$ cat src/rtl/btn_gesture_pkg.sv
package btn_gesture_pkg;

   typedef enum logic [1:0] {
      GEST_NONE   = 2'b00,
      GEST_SINGLE = 2'b01,
      GEST_DOUBLE = 2'b10,
      GEST_HOLD   = 2'b11
   } gesture_e;

   typedef enum logic [1:0] {
      ST_IDLE = 2'd0,
      ST_DOWN = 2'd1,
      ST_GAP  = 2'd2
   } cls_state_e;

endpackage

$ cat src/rtl/btn_debounce.sv
module btn_debounce #(
   parameter int DEB_CNT = 48000
) (
   input  logic clk,
   input  logic rst_n,
   input  logic raw_i,
   output logic level_o
);
   localparam int CNT_W = (DEB_CNT > 1) ? $clog2(DEB_CNT + 1) : 1;

   logic [1:0] sync_q;

   always_ff @(posedge clk or negedge rst_n) begin
      if (!rst_n) sync_q <= '0;
      else        sync_q <= {sync_q[0], raw_i};
   end

   generate
      if (DEB_CNT <= 1) begin : g_bypass
         assign level_o = sync_q[1];
      end else begin : g_filter
         logic [CNT_W-1:0] cnt_q;
         logic             lvl_q;
         always_ff @(posedge clk or negedge rst_n) begin
            if (!rst_n) begin
               cnt_q <= '0;
               lvl_q <= 1'b0;
            end else if (sync_q[1] == lvl_q) begin
               cnt_q <= '0;
            end else if (cnt_q == CNT_W'(DEB_CNT - 1)) begin
               cnt_q <= '0;
               lvl_q <= sync_q[1];
            end else begin
               cnt_q <= cnt_q + 1'b1;
            end
         end
         assign level_o = lvl_q;
      end
   endgenerate
endmodule

$ cat src/rtl/btn_tick_gen.sv
module btn_tick_gen #(
   parameter int DIV_LOG2 = 10,
   parameter int TICK_W   = 16
) (
   input  logic              clk,
   input  logic              rst_n,
   output logic [TICK_W-1:0] tick_cnt_o
);
   logic [TICK_W-1:0] cnt_q;

   generate
      if (DIV_LOG2 == 0) begin : g_nodiv
         always_ff @(posedge clk or negedge rst_n) begin
            if (!rst_n) cnt_q <= '0;
            else        cnt_q <= cnt_q + 1'b1;
         end
      end else begin : g_div
         logic [DIV_LOG2-1:0] pre_q;
         always_ff @(posedge clk or negedge rst_n) begin
            if (!rst_n) begin
               pre_q <= '0;
               cnt_q <= '0;
            end else begin
               pre_q <= pre_q + 1'b1;
               if (&pre_q) cnt_q <= cnt_q + 1'b1;
            end
         end
      end
   endgenerate

   assign tick_cnt_o = cnt_q;
endmodule

$ cat src/rtl/btn_classify_fsm.sv
module btn_classify_fsm
   import btn_gesture_pkg::*;
#(
   parameter int TICK_W = 16
) (
   input  logic              clk,
   input  logic              rst_n,
   input  logic              start_i,
   input  logic              btn_i,
   input  logic [TICK_W-1:0] tick_i,
   input  logic [TICK_W-1:0] hold_ticks_i,
   input  logic [TICK_W-1:0] win_ticks_i,
   output logic              busy_o,
   output logic              valid_o,
   output logic [1:0]        code_o
);
   cls_state_e        state_q;
   logic [TICK_W-1:0] due_q;
   logic              hit;

   assign hit = (tick_i == due_q);

   always_ff @(posedge clk or negedge rst_n) begin
      if (!rst_n) begin
         state_q <= ST_IDLE;
         due_q   <= '0;
         valid_o <= 1'b0;
         code_o  <= GEST_NONE;
      end else begin
         valid_o <= 1'b0;
         unique case (state_q)
            ST_IDLE: begin
               if (start_i) begin
                  if (!btn_i) begin
                     valid_o <= 1'b1;
                     code_o  <= GEST_NONE;
                  end else begin
                     due_q   <= tick_i + hold_ticks_i;
                     state_q <= ST_DOWN;
                  end
               end
            end
            ST_DOWN: begin
               if (!btn_i) begin
                  due_q   <= tick_i + win_ticks_i;
                  state_q <= ST_GAP;
               end else if (hit) begin
                  valid_o <= 1'b1;
                  code_o  <= GEST_HOLD;
                  state_q <= ST_IDLE;
               end
            end
            ST_GAP: begin
               if (btn_i) begin
                  valid_o <= 1'b1;
                  code_o  <= GEST_DOUBLE;
                  state_q <= ST_IDLE;
               end else if (hit) begin
                  valid_o <= 1'b1;
                  code_o  <= GEST_SINGLE;
                  state_q <= ST_IDLE;
               end
            end
            default: state_q <= ST_IDLE;
         endcase
      end
   end

   assign busy_o = (state_q != ST_IDLE);
endmodule

$ cat src/rtl/btn_gesture_top.sv
module btn_gesture_top #(
   parameter int CLK_KHZ  = 48000,
   parameter int DIV_LOG2 = 10,
   parameter int TICK_W   = 16,
   parameter int MS_W     = 16,
   parameter int DEF_MS   = 1000,
   parameter int WIN_MS   = 500,
   parameter int DEB_CNT  = 48000
) (
   input  logic            clk,
   input  logic            rst_n,
   input  logic            btn_raw,
   input  logic            start,
   input  logic [MS_W-1:0] hold_ms,
   output logic            result_valid,
   output logic [1:0]      result_code
);
   localparam int PROD_W = MS_W + 32;
   localparam longint WIN_FULL = (longint'(CLK_KHZ) * longint'(WIN_MS)) >>> DIV_LOG2;
   localparam logic [TICK_W-1:0] WIN_TICKS = TICK_W'(WIN_FULL);

   if (TICK_W < 4 || TICK_W > 32) begin : g_bad_tick_w
      $error("TICK_W out of range");
   end
   if (DIV_LOG2 < 0 || DIV_LOG2 > 24) begin : g_bad_div
      $error("DIV_LOG2 out of range");
   end
   if (CLK_KHZ < 1 || DEF_MS < 1 || WIN_MS < 1 || MS_W < 1) begin : g_bad_cfg
      $error("timing parameters must be positive");
   end

   logic              btn_f;
   logic              busy;
   logic [TICK_W-1:0] tick_cnt;
   logic [MS_W-1:0]   ms_eff;
   logic [PROD_W-1:0] prod;
   logic [TICK_W-1:0] hold_ticks;

   assign ms_eff     = (hold_ms == '0) ? MS_W'(DEF_MS) : hold_ms;
   assign prod       = PROD_W'(ms_eff) * PROD_W'(CLK_KHZ);
   assign hold_ticks = TICK_W'(prod >> DIV_LOG2);

   btn_debounce #(.DEB_CNT(DEB_CNT)) u_deb (
      .clk     (clk),
      .rst_n   (rst_n),
      .raw_i   (btn_raw),
      .level_o (btn_f)
   );

   btn_tick_gen #(.DIV_LOG2(DIV_LOG2), .TICK_W(TICK_W)) u_tick (
      .clk        (clk),
      .rst_n      (rst_n),
      .tick_cnt_o (tick_cnt)
   );

   btn_classify_fsm #(.TICK_W(TICK_W)) u_fsm (
      .clk          (clk),
      .rst_n        (rst_n),
      .start_i      (start),
      .btn_i        (btn_f),
      .tick_i       (tick_cnt),
      .hold_ticks_i (hold_ticks),
      .win_ticks_i  (WIN_TICKS),
      .busy_o       (busy),
      .valid_o      (result_valid),
      .code_o       (result_code)
   );
endmodule

$ cat config.mk
export PLATFORM = sky130hd
export DESIGN_NAME = btn_gesture_top
export DESIGN_NICKNAME = d
export VERILOG_FILES = /design/src/rtl/btn_gesture_pkg.sv /design/src/rtl/btn_debounce.sv /design/src/rtl/btn_tick_gen.sv /design/src/rtl/btn_classify_fsm.sv /design/src/rtl/btn_gesture_top.sv
export SDC_FILE = /design/constraint.sdc
export NUM_CORES = 1
export LEC_CHECK = 0
export BUFFER_PORTS_ARGS = -buffer_cell sky130_fd_sc_hd__buf_2
export CORE_MARGIN = 2
export CORE_UTILIZATION = 30
export DETAILED_ROUTE_END_ITERATION = 12
export GPL_TIMING_DRIVEN = 0
export PLACE_DENSITY = 0.43
export SLEW_MARGIN = 10
export SYNTH_ARGS = -nofsm -noshare
export SYNTH_HDL_FRONTEND = slang
export SYNTH_HIERARCHICAL = 1
export SYNTH_SLANG_ARGS = --single-unit
$ cat constraint.sdc
create_clock -name clk -period 3.1 [get_ports clk]
set_input_delay 0.93 -clock clk [delete_from_list [all_inputs] [get_ports clk]]
set_output_delay 0.93 -clock clk [all_outputs]
set_load 0.005 [all_outputs]
==> impl_metrics.tcl <==
set metrics [dict create \
    status "finished with violations" \
    failed_checks "negative setup slack" \
    ctsHoldBuffers 0 \
    die_area_um2 24600 \
    p_comb_share_pct 80.4 \
    port_buffers 22 \
    ys_ff_latch 66 \
    ys.flop_type "dfrtp_1" \
    p_switching_uw 4540 \
    required_ns 3.35 \
    clk_latency_ns 0.33 \
    drtIter0Drc 134 \
    synth_cell_types 64 \
    antenna_found_initial 0 \
    fin_skew_ns 0.00495 \
    area_growth_pct 30.9 \
    synth-edff-count 0 \
    cpPeakStageDelay_ns 0.54 \
    viasPerCell 4.58 \
    final_cell_mix "103 x inv_1, 66 x dfrtp_1, 63 x xnor2_1" \
    finalWirelength_um 16200 \
    final_common_cell "inv_1" \
    p_per_area_nw_per_um2 1130 \
    dp_cells 1089 \
    tns_ns -45.65 \
    antenna_cells 0 \
    cts_tree "yes" \
    rsz0062_at_grt "true" \
    cell_internal_pwr_uw 5850 \
    fillers 2228 \
    place_area_um2 7880 \
    die_x_um 157 \
    postRouteAntennaNets 0 \
    grt_max_degree 51 \
    p_leak_uw 0.00408 \
    instances_no_fill 1145 \
    syn-cell-area_um2 7010 \
    slew_headroom_pct 50.0 \
    cp_data_arrival_time_ns 7.14 \
    clkTransAtPathRegs_ns 0.06 \
    die-height_um 157 \
    synth_area_per_cell_um2 9.48 \
    seq_area_um2 1650 \
    hpwl_um 12700 \
    layout.cell_area.non_filler_um2 9180 \
    fmax_ghz 0.145 \
    grt_pass1_wl_um 27300 \
    synthArstFlopShare_pct 100 \
    hp-class "reg2reg" \
    final_util_pct 40.3 \
    cts.root.buffer_cell "clkbuf_16" \
    tightest_slew_ns 0.743 \
    finalHoldViolCount 0 \
    core_area_um2 22800 \
    setup_viol_count_final 16 \
    gp_congestion 0.852 \
    synth.yosys.seq_area_share_pct 23.6 \
    startpoint_type "input pin" \
    endpoint_kind "flop" \
    grt_overflow 0 \
    vdd_drop_max_mv 0.611 \
    grt_pass1_vias 5677 \
    layout.nets 983 \
    rows 55 \
    drc_errors 0 \
    p_clk_share_pct 9.5 \
    drv_slew 0 \
    netlist_instances 739 \
    seqPwrFrac_pct 10.1 \
    cts.sink_count 66 \
    ios 23 \
    multiInputGateArea_um2 5750 \
    period_needed_ns 6.89 \
    cts_buffer_depth 2 \
    setup.worst_path.class "in2reg" \
    ys.warnings.count 6 \
    swShare_pct 43.7 \
    initial_core_util_pct 30.8 \
    cp_slowest_cell "fa_1" \
    htreeDepth 3 \
    fin_ws_ns -3.79 \
    grt_use_total_pct 13.8 \
    timing.final.crit_share_pct 222 \
    dr.pass1.iters 4 \
    final_layout_size_suffix_gt1_share_pct 29.6 \
    vias 5244 \
    crit_top_cell "fa_1" \
    cap_violations 0 \
    cts_buffers 9 \
    wl_per_cell_um 14.1 \
    crit_fanout 5 \
]
worst paths after layout:
path                                        from                  endpoint  slack, ns  cells after the start
max in group asynchronous                  rst_n            u_fsm/due_q[6]       2.11                      2
worst min register to register   u_deb/sync_q[0]           u_deb/sync_q[1]       0.35                      0
min in group asynchronous                  rst_n  u_deb/g_filter.cnt_q[15]       0.47                      1
worst max register to register  u_fsm/state_q[1]            u_fsm/due_q[8]      -0.65                     12
worst min-delay path             u_deb/sync_q[0]           u_deb/sync_q[1]       0.35                      0
worst max-delay path                 hold_ms[15]           u_fsm/due_q[14]      -3.79                     30
registers in the layout, summed over array words and instances (netlist names):
name	flops
u_fsm/valid_o	1
u_fsm/due_q	16
u_deb/g_filter.cnt_q	16
u_deb/sync_q	2
u_tick/tick_cnt_o	16
u_fsm/code_o	2
u_deb/level_o	1
u_fsm/state_q	2
u_tick/g_div.pre_q	10
repair_timing:
| item | CTS | global route |
|---|---|---|
| cloned | 1 | 0 |
| pin swaps | 51 | 32 |
| gates resized for setup | 101 | 29 |
| buffers inserted | 30 | 13 |
| setup endpoints to repair | 16 | 16 |
power groups by stage:
stage               clock, uW  combinational (uW)  sequential (uW)
detailed placement          0                6160             1060
global placement            0                6120             1060
floorplan                   0                5090             1040
global route             1060                9230             1060
finish                    989                8360             1050
CTS                      1030                7590             1050
critical path, delay by kind of cell:
| kind | cells | cell delay, ns |
|---|---|---|
| multiplexers | 1 | 0.28 |
| adder cells (fa/ha/maj) | 7 | 2.67 |
| buffers and inverters | 7 | 0.51 |
| AND/OR/NAND/NOR | 10 | 1.91 |
| AO/OA/AOI/OAI | 4 | 0.70 |
| XOR/XNOR | 1 | 0.13 |
layout make-up:
cell class / count / share of cell area, %
Multi-Input combinational cell: 558 / 62.6
Timing Repair Buffer: 64 / 5.80
Buffer: 12 / 1.02
Clock buffer: 9 / 2.45
Tap cell: 313 / 4.27
Sequential cell: 66 / 18.0
Inverter: 117 / 5.09
Clock inverter: 6 / 0.736
routing by layer:
metal,vias to the layer above,wire [um],global-route usage [%]
met4,0,278,4.19
li1,2609,-,-
met1,2559,7390,17.0
met5,-,0,0
met3,24,209,1.30
met2,52,8280,25.4
cells in the mapped netlist (2+ instances only):
cell	instances	area, um^2
or2_2	2	12.5
ha_1	77	963
nor2_1	58	218
and2_1	2	12.5
nor2b_1	5	31.3
o211ai_1	2	15.0
dfrtp_1	66	1650
nand4_1	13	81.3
nand4_4	2	42.5
o21bai_1	2	15.0
nor3b_1	3	22.5
conb_1	2	7.51
o22ai_1	2	12.5
and3_1	8	50.1
xor2_1	19	166
o31a_1	2	17.5
a211oi_1	7	52.6
nand3_1	23	115
nor4_2	6	75.1
o21ai_1	2	10.0
nor4_4	2	42.5
a21o_1	6	45.0
mux2_2	17	191
o21a_1	7	52.6
o21ai_0	19	95.1
buf_2	5	25.0
a21oi_1	36	180
nand2_1	45	169
xnor2_1	65	569
inv_2	8	30.0
nand2b_1	5	31.3
nor2_2	3	18.8
nand4_2	2	25.0
mux2i_1	3	30.0
a311oi_1	3	26.3
inv_1	109	409
nor3_2	3	30.0
a31oi_1	2	12.5
nor3_1	9	45.0
clkbuf_1	5	18.8
fa_1	58	1160
a21boi_0	2	15.0
logic make-up (layout without fill, tap and decap cells):
family / after synthesis / count (layout) / share of synthesized area (%)
buf+inv: 129 / 208 / 7.12
compound gates: 103 / 103 / 9.41
flops: 66 / 66 / 23.6
xor+xnor: 85 / 85 / 10.7
other cells: 2 / 16 / 0.107
mux: 21 / 21 / 3.32
simple gates: 198 / 198 / 15.4
fa+ha+maj: 135 / 135 / 30.3
stage by stage:
step	hold WS, ns	worst slack, ns	power (uW)
after floorplan	0.331	-3.71	6140
after global placement	0.337	-4.47	7170
after detailed placement	0.340	-4.63	7220
after CTS	0.354	-3.78	9660
after global routing	0.368	-4.02	11400
final	0.349	-3.79	10400
(Power assumes the default switching activity.)
